$ cat src/rtl/gpio_irq_pkg.sv
package gpio_irq_pkg;

   localparam int unsigned MAP_ADDR_W = 5;

   localparam logic [MAP_ADDR_W-1:0] OFS_DIR  = 5'h00;
   localparam logic [MAP_ADDR_W-1:0] OFS_IN   = 5'h04;
   localparam logic [MAP_ADDR_W-1:0] OFS_OUT  = 5'h08;
   localparam logic [MAP_ADDR_W-1:0] OFS_IEN  = 5'h0C;
   localparam logic [MAP_ADDR_W-1:0] OFS_TYP0 = 5'h10;
   localparam logic [MAP_ADDR_W-1:0] OFS_TYP1 = 5'h14;
   localparam logic [MAP_ADDR_W-1:0] OFS_STAT = 5'h18;

   // per-pin trigger mode, {high mode bit, low mode bit}
   typedef enum logic [1:0] {
      TRIG_HIGH = 2'b00,
      TRIG_LOW  = 2'b01,
      TRIG_RISE = 2'b10,
      TRIG_FALL = 2'b11
   } trig_e;

endpackage

$ cat src/rtl/gpio_sync.sv
module gpio_sync #(
   parameter int unsigned W      = 32,
   parameter int unsigned STAGES = 2
) (
   input  logic         clk,
   input  logic         rst_n,
   input  logic [W-1:0] din,
   output logic [W-1:0] dout
);

   generate
      if (STAGES < 2) begin : g_bad_stages
         $error("gpio_sync: STAGES must be at least 2");
      end
   endgenerate

   logic [W-1:0] chain_q [STAGES];

   always_ff @(posedge clk or negedge rst_n) begin
      if (!rst_n) begin
         for (int k = 0; k < STAGES; k++) chain_q[k] <= '0;
      end else begin
         chain_q[0] <= din;
         for (int k = 1; k < STAGES; k++) chain_q[k] <= chain_q[k-1];
      end
   end

   assign dout = chain_q[STAGES-1];

endmodule

$ cat src/rtl/gpio_regfile.sv
module gpio_regfile
   import gpio_irq_pkg::*;
#(
   parameter int unsigned W      = 32,
   parameter int unsigned ADDR_W = 5
) (
   input  logic              clk,
   input  logic              rst_n,
   input  logic              wr_stb,
   input  logic [ADDR_W-1:0] addr,
   input  logic [W-1:0]      wdata,
   output logic [W-1:0]      dir_q,
   output logic [W-1:0]      out_q,
   output logic [W-1:0]      ien_q,
   output logic [W-1:0]      typ0_q,
   output logic [W-1:0]      typ1_q
);

   logic sel_dir, sel_out, sel_ien, sel_typ0, sel_typ1;

   always_comb begin
      sel_dir  = wr_stb && (addr == ADDR_W'(OFS_DIR));
      sel_out  = wr_stb && (addr == ADDR_W'(OFS_OUT));
      sel_ien  = wr_stb && (addr == ADDR_W'(OFS_IEN));
      sel_typ0 = wr_stb && (addr == ADDR_W'(OFS_TYP0));
      sel_typ1 = wr_stb && (addr == ADDR_W'(OFS_TYP1));
   end

   always_ff @(posedge clk or negedge rst_n) begin
      if (!rst_n) begin
         dir_q  <= '0;
         out_q  <= '0;
         ien_q  <= '0;
         typ0_q <= '0;
         typ1_q <= '0;
      end else begin
         if (sel_dir)  dir_q  <= wdata;
         if (sel_out)  out_q  <= wdata;
         if (sel_ien)  ien_q  <= wdata;
         if (sel_typ0) typ0_q <= wdata;
         if (sel_typ1) typ1_q <= wdata;
      end
   end

endmodule

$ cat src/rtl/gpio_trigger.sv
module gpio_trigger
   import gpio_irq_pkg::*;
#(
   parameter int unsigned W = 32
) (
   input  logic         clk,
   input  logic         rst_n,
   input  logic [W-1:0] lvl,
   input  logic [W-1:0] ien,
   input  logic [W-1:0] typ0,
   input  logic [W-1:0] typ1,
   output logic [W-1:0] hit
);

   logic [W-1:0] lvl_prev_q;

   always_ff @(posedge clk or negedge rst_n) begin
      if (!rst_n) lvl_prev_q <= '0;
      else        lvl_prev_q <= lvl;
   end

   generate
      for (genvar i = 0; i < W; i++) begin : g_pin
         trig_e mode;
         logic  cond;
         assign mode = trig_e'({typ1[i], typ0[i]});
         always_comb begin
            case (mode)
               TRIG_HIGH: cond = lvl[i];
               TRIG_LOW:  cond = ~lvl[i];
               TRIG_RISE: cond = lvl[i] & ~lvl_prev_q[i];
               TRIG_FALL: cond = ~lvl[i] & lvl_prev_q[i];
               default:   cond = 1'b0;
            endcase
         end
         assign hit[i] = ien[i] & cond;
      end
   endgenerate

endmodule

$ cat src/rtl/gpio_irq_ctrl.sv
module gpio_irq_ctrl
   import gpio_irq_pkg::*;
#(
   parameter int unsigned NUM_PINS    = 32,
   parameter int unsigned ADDR_W      = 5,
   parameter int unsigned SYNC_STAGES = 2
) (
   input  logic                clk,
   input  logic                rst_n,
   input  logic                wr_stb,
   input  logic                rd_stb,
   input  logic [ADDR_W-1:0]   addr,
   input  logic [NUM_PINS-1:0] wdata,
   output logic [NUM_PINS-1:0] rdata,
   input  logic [NUM_PINS-1:0] pad_in,
   output logic [NUM_PINS-1:0] pad_oe,
   output logic [NUM_PINS-1:0] pad_out,
   output logic                irq
);

   localparam int unsigned W = NUM_PINS;

   generate
      if (NUM_PINS < 1 || NUM_PINS > 32) begin : g_bad_pins
         $error("gpio_irq_ctrl: NUM_PINS must be in 1..32");
      end
      if (ADDR_W < MAP_ADDR_W) begin : g_bad_addr
         $error("gpio_irq_ctrl: ADDR_W too narrow for the register map");
      end
   endgenerate

   logic [W-1:0] dir_q, out_q, ien_q, typ0_q, typ1_q;
   logic [W-1:0] lvl_sync;
   logic [W-1:0] trig_hit;
   logic [W-1:0] status_q;
   logic [W-1:0] rdata_q;
   logic [W-1:0] rd_mux;
   logic         stat_rd;

   gpio_regfile #(.W(W), .ADDR_W(ADDR_W)) u_regs (
      .clk    (clk),
      .rst_n  (rst_n),
      .wr_stb (wr_stb),
      .addr   (addr),
      .wdata  (wdata),
      .dir_q  (dir_q),
      .out_q  (out_q),
      .ien_q  (ien_q),
      .typ0_q (typ0_q),
      .typ1_q (typ1_q)
   );

   gpio_sync #(.W(W), .STAGES(SYNC_STAGES)) u_sync (
      .clk   (clk),
      .rst_n (rst_n),
      .din   (pad_in),
      .dout  (lvl_sync)
   );

   gpio_trigger #(.W(W)) u_trig (
      .clk   (clk),
      .rst_n (rst_n),
      .lvl   (lvl_sync),
      .ien   (ien_q),
      .typ0  (typ0_q),
      .typ1  (typ1_q),
      .hit   (trig_hit)
   );

   assign stat_rd = rd_stb && (addr == ADDR_W'(OFS_STAT));

   // sticky status: read clears, a same-cycle trigger survives the clear
   always_ff @(posedge clk or negedge rst_n) begin
      if (!rst_n)       status_q <= '0;
      else if (stat_rd) status_q <= trig_hit;
      else              status_q <= status_q | trig_hit;
   end

   always_comb begin
      case (addr)
         ADDR_W'(OFS_DIR):  rd_mux = dir_q;
         ADDR_W'(OFS_IN):   rd_mux = lvl_sync;
         ADDR_W'(OFS_OUT):  rd_mux = out_q;
         ADDR_W'(OFS_IEN):  rd_mux = ien_q;
         ADDR_W'(OFS_TYP0): rd_mux = typ0_q;
         ADDR_W'(OFS_TYP1): rd_mux = typ1_q;
         ADDR_W'(OFS_STAT): rd_mux = status_q;
         default:           rd_mux = '0;
      endcase
   end

   always_ff @(posedge clk or negedge rst_n) begin
      if (!rst_n)      rdata_q <= '0;
      else if (rd_stb) rdata_q <= rd_mux;
   end

   assign rdata   = rdata_q;
   assign pad_oe  = dir_q;
   assign pad_out = out_q;
   assign irq     = |status_q;

endmodule

$ cat config.mk
export PLATFORM = sky130hd
export DESIGN_NAME = gpio_irq_ctrl
export DESIGN_NICKNAME = d
export VERILOG_FILES = /design/src/rtl/gpio_irq_pkg.sv /design/src/rtl/gpio_sync.sv /design/src/rtl/gpio_regfile.sv /design/src/rtl/gpio_trigger.sv /design/src/rtl/gpio_irq_ctrl.sv
export SDC_FILE = /design/constraint.sdc
export NUM_CORES = 1
export LEC_CHECK = 0
export ABC_AREA = 1
export CAP_MARGIN = 20
export CELL_PAD_IN_SITES_DETAIL_PLACEMENT = 0
export CELL_PAD_IN_SITES_GLOBAL_PLACEMENT = 1
export CORE_UTILIZATION = 40
export DETAILED_ROUTE_END_ITERATION = 6
export GPL_TIMING_DRIVEN = 0
export PLACE_DENSITY_LB_ADDON = 0.2
export SYNTH_ARGS = -nofsm -noshare
export SYNTH_HDL_FRONTEND = slang
export SYNTH_SLANG_ARGS = --single-unit
$ cat constraint.sdc
create_clock -name clk -period 1.48 [get_ports clk]
set_input_delay 0.222 -clock clk [delete_from_list [all_inputs] [get_ports clk]]
set_output_delay 0.222 -clock clk [all_outputs]
set_load 0.02 [all_outputs]
* Word level (Yosys, flattened, before mapping) *
Index checks and enable logic that the tools add are counted.

cells by class
  add/subtract/negate cells = 0
  multipliers = 0
  divide/modulo/power cells = 0
  $lt $le $gt $ge = 0
  eq/ne operators = 102
  shifts and indexed selects = 0
  multiplexer cells = 34
  bitwise gates (word level) = 161
  reductions and logical operators = 40

operator list
  kind                count
  $pmux 32 s7         1
  $eq 2x2->1 const B  64
  $pmux 1 s4          32
  $and 1x1->1         96
  $eq 2x1->1 const B  32
  $logic_not 2->1     32
  $not 1->1           64
  $mux 32             1
  $or 32x32->32       1
  $reduce_or 32->1    1
  $eq 5x5->1 const B  3
  $eq 5x4->1 const B  2
  $logic_and 1x1->1   6
  $eq 5x3->1 const B  1
  $logic_not 5->1     1

storage, ports and cells
  register bits = 320
  latch bits = 0
  memory bits (writable) = 0
  bits in read-only memories = 0
  input bits = 73
  logic and storage cells = 347
  memories kept = 0

* Logic depth before layout (Yosys ltp) *
  depth after elaboration = 6
  depth in mapped cells = 10
  depth with buffers taken out = 8

* Hierarchy *
From an unflattened synthesis, not the netlist that was laid out.

second synthesis, totals
  cells, all modules = 1898
  area total of the unflattened synthesis = 15293.4 µm²

modules (own cells, without submodules)
  module         times used  cells an instance  area an instance (µm²)  sequential area each (µm²)
  gpio_regfile   1           709                6424.9                  4003.8
  gpio_irq_ctrl  1           773                4944.7                  1601.5
  gpio_trigger   1           320                2082.0                  800.8
  gpio_sync      1           96                 1841.8                  1601.5

* Least setup slack after synthesis *
OpenSTA, ideal clock, no wires.

  path type = in2reg
  start point = input port addr[4]
  end point = register rdata_q[30] (netlist: rdata[30])
  arrival = 1.129 ns
  slack = 0.234 ns
  cell stages on the path = 10
  cell sequence = buf_4 > inv_4 > buf_4 > buf_2 > nand4_1 > nand2_1 > nor2_1 > nand2_1 > nand2_1 > nand2_1

between the ends
  longest elaborated chain between the ends = 2
  elaborated cells between the ends (all ways) = 8

ends and longest elaborated chain
  item                                      RTL line             RTL
  from (decl)                               gpio_irq_ctrl.sv:12  input logic [ADDR_W-1:0] addr,
  $eq 5x5->1, or another cell as far along  gpio_irq_ctrl.sv:80  case (addr)
  $pmux 32 s7 *                             gpio_irq_ctrl.sv:80
  to (signal assigned)                      gpio_irq_ctrl.sv:94  else if (rd_stb) rdata_q <= rd_mux;
  to (decl)                                 gpio_irq_ctrl.sv:36  logic [W-1:0] rdata_q;

Mark *: on every way between the ends. The rest lies on a longest branch, timed or not.
A chain may end at the register's enable or synchronous reset.

* Final worst setup path *
  start point = register status_q[0]
  end point = output port irq

between the ends
  longest elaborated chain between the ends = 1

ends and longest elaborated chain
  item                    RTL line              RTL
  from (decl)             gpio_irq_ctrl.sv:35   logic [W-1:0] status_q;
  from (signal assigned)  gpio_irq_ctrl.sv:75   else if (stat_rd) status_q <= trig_hit;
  from (signal assigned)  gpio_irq_ctrl.sv:76   else status_q <= status_q | trig_hit;
  $reduce_or 32->1        gpio_irq_ctrl.sv:100  assign irq = |status_q;
  to (decl)               gpio_irq_ctrl.sv:18   output logic irq

Every way passes these cells.

==> impl_metrics.ini <==
[run_status]
outcome = finished, violations left
violations = hold timing, setup timing

[critical_path]
cp_max_fo = 2
crit_path_frequent_cell = nand4_1
r2r_cells = 7
crit_buf_inv = 2
slowest_delay_ps = 380
startpoint_type = flop
arrival_ps = 1850
critical_path_cell_count = 5
crit_required_ps = 1260
crit_family = simple AND/OR/NAND/NOR gates
path_class = flop to primary output
critPathSlowestCell = dfrtp_1
endpoint_kind = primary output
path_cells = inv_1, nand4_1, nor2_2, nand4_1, buf_2

[clock_network]
clk_latency_ps = 530
clkTransAtPathRegs_ps = 60
cts_buffer_depth = 3
cts_buffers = 37
cts_tree = done
clock_sinks = 320
h-tree-depth = 2
cts-root-buf = clkbuf_16

[global_route]
track_usage_pct = 27.2
grt_pass1_vias = 12300
grt_start_max_net_pins = 98
grt_pass1_wl_mm = 73.5
antenna_found_initial = 2
grt-ovfl-total = 0

[timing]
rsz0062_at_grt = true
holdWs_ps = -394
fin_crit_sh_pct = 140
relSlewSlack_pct = 47.5
fin_skew_ps = 14.2
hold_viol_final = 54
tightest_slew_ps = 788
setup_slack_ps = -591
maxSlewViolCount = 0
fin_crit_ps = 2070
max_freq_ghz = 0.483
setup_viol = 1

[synth]
syn_inst = 1629
ys_ff_latch = 320
yosysWarnings = 0
synth.avg_cell_area_um2 = 8.62
ys_seq_area_share_pct = 57.0
synth_area_um2 = 14000
synth_cell_types = 24
syn-num-nets = 1702

[power]
power_density_nw_per_um2 = 1330
p_int_mw = 16.6
p_clk_share_pct = 37.7
finalPower_mw = 23.5
p_comb_share_pct = 15.7
p_seq_share_pct = 46.7
ir_worst_vdd_v = 0.000827
cellLeakagePower_nw = 8.79
p_sw_share_pct = 29.4
power_switching_mw = 6.91

[hold_path]
hp-class = input pin to asynchronous set/reset pin

[detailed_routing]
dr.max_layer_used = met4
first_iter_violations = 1073
num_vias = 12600
via_per_inst = 5.42
met2_length_mm = 21.8
wl_per_cell_um = 20.7
m1WireLength_mm = 21.0
drcViolationCount = 0
ant_nets = 0
wl_met3_mm = 3.52
routed_wl_mm = 48.0
firstDrtPassIters = 5

[floorplanning]
die_x_um = 189
core_area_um2 = 34500
dieHeight_um = 189
placement_rows = 68
start_util_pct = 40.7
dieArea_um2 = 35900
io_pins = 170

[placed_design]
place_congestion = 0.876
dp_hpwl_mm = 31.7
place.port_buffers = 166
dpl-instance-area_um2 = 16400
dpl.cell_count = 2253

[final_layout]
n_fill_cell = 3393
nNetsFinal = 1916
synthToLayoutAreaGrowth_pct = 25.3
design_area_um2 = 17600
drive_gt1_share_pct = 11.6
stdcell_count = 2325

[job]
maxCapViolCount = 0
-- Yosys cell counts (all sizes together) --
cell type,count,area share [%]
nand2,457,12
clkbuf,37,0.99
buf,69,2.7
o21ai,204,7.3
nand4,206,9.6
inv,164,4.4
nor2,105,3.0
o22ai,20,0.89
clkinv,1,0.027
o211ai,12,0.64
dfrtp,320,57
a21oi,32,1.1
nand3,2,0.071
-- placed cells by master, fill, tap and decap left out, drive strengths merged, types with 20 or more instances in the layout --
cell type / synthesis / routed
o22ai: 20 / 20
o21ai: 204 / 204
a21oi: 32 / 32
nand4: 206 / 206
dfrtp: 320 / 320
clkdlybuf4s15: 0 / 53
nand2: 457 / 457
clkdlybuf4s50: 0 / 64
clkbuf: 37 / 127
inv: 164 / 166
nor2: 105 / 105
buf: 69 / 79
-- per-stage QoR --
step           util, %  setup TNS, ps  worst slack [ps]
2_1_floorplan        -              0               234
3_3_place_gp      47.1       -4607200            -13970
3_5_place_dp      47.4        -149070              -813
4_1_cts           51.2           -530              -530
5_1_grt           50.9           -586              -586
6_report          50.9           -591              -591
-- what timing repair did --
item	in CTS	in global routing
endpoints found under the hold margin	54	54
setup endpoints to repair	280	159
setup buffers	5	1
resized for setup	249	66
pin swaps	3	0
-- area by class of cell --
cell class	count	area (um2)	area share (%)
diodes	2	5.00	0.0284
plain buffers	106	667	3.79
clock buffers	57	1120	6.39
clock inverters	7	42.5	0.242
inverters	165	622	3.53
multi-input cells	1038	4920	28.0
flip-flops and latches	320	8010	45.5
well taps	455	569	3.24
repair buffers	175	1640	9.30
-- final timing paths --
kind | slack, ps | start | end
max in group asynchronous | 670 | rst_n | u_regs.out_q[31]$_DFFE_PN0P_
max reg2reg | 350 | u_regs.out_q[0]$_DFFE_PN0P_ | rdata[0]$_DFFE_PN0P_
min | -390 | rst_n | u_sync.chain_q[40]$_DFF_PN0_
max | -590 | status_q[0]$_DFF_PN0_ | irq
min reg2reg | 340 | u_sync.chain_q[36]$_DFF_PN0_ | u_sync.dout[4]$_DFF_PN0_
min in group clk | 100 | rd_stb | rdata[0]$_DFFE_PN0P_
-- worst register-to-register path: cells and delay by family (launching register included) --
| kind | cells | cell delay [ps] |
|---|---|---|
| buffers and inverters | 1 | 140 |
| flip-flops | 1 | 410 |
| AND/OR/NAND/NOR | 6 | 470 |
-- flip-flops by register name, indices dropped and copies added, names as in the netlist --
signal             count
rdata                 32
status_q              32
u_regs.dir_q          32
u_regs.ien_q          32
u_regs.out_q          32
u_regs.typ0_q         32
u_regs.typ1_q         32
u_sync.chain_q        32
u_sync.dout           32
u_trig.lvl_prev_q     32
-- power by group through the flow --
stage | sequential [mW] | combinational, mW | clock [mW]
global placement | 11.1 | 3.80 | 0
global route | 11.1 | 4.09 | 9.39
CTS | 10.9 | 3.74 | 9.02
finish | 11.0 | 3.68 | 8.85
floorplan | 11.3 | 1.67 | 0
detailed placement | 11.1 | 3.89 | 0
-- logic make-up after synthesis --
kind of cell	Yosys count	share of synthesized area (%)
buf+inv	271	8.11
compound gates	268	9.94
simple gates	770	24.9
flops	320	57.0
-- per-layer routing --
layer,up-vias,track usage (%)
met2,501,41.8
li1,5858,-
met4,0,11.4
met3,96,5.21
met5,-,0
met1,6140,37.7
No activity file was read; power rests on OpenSTA's default activity.
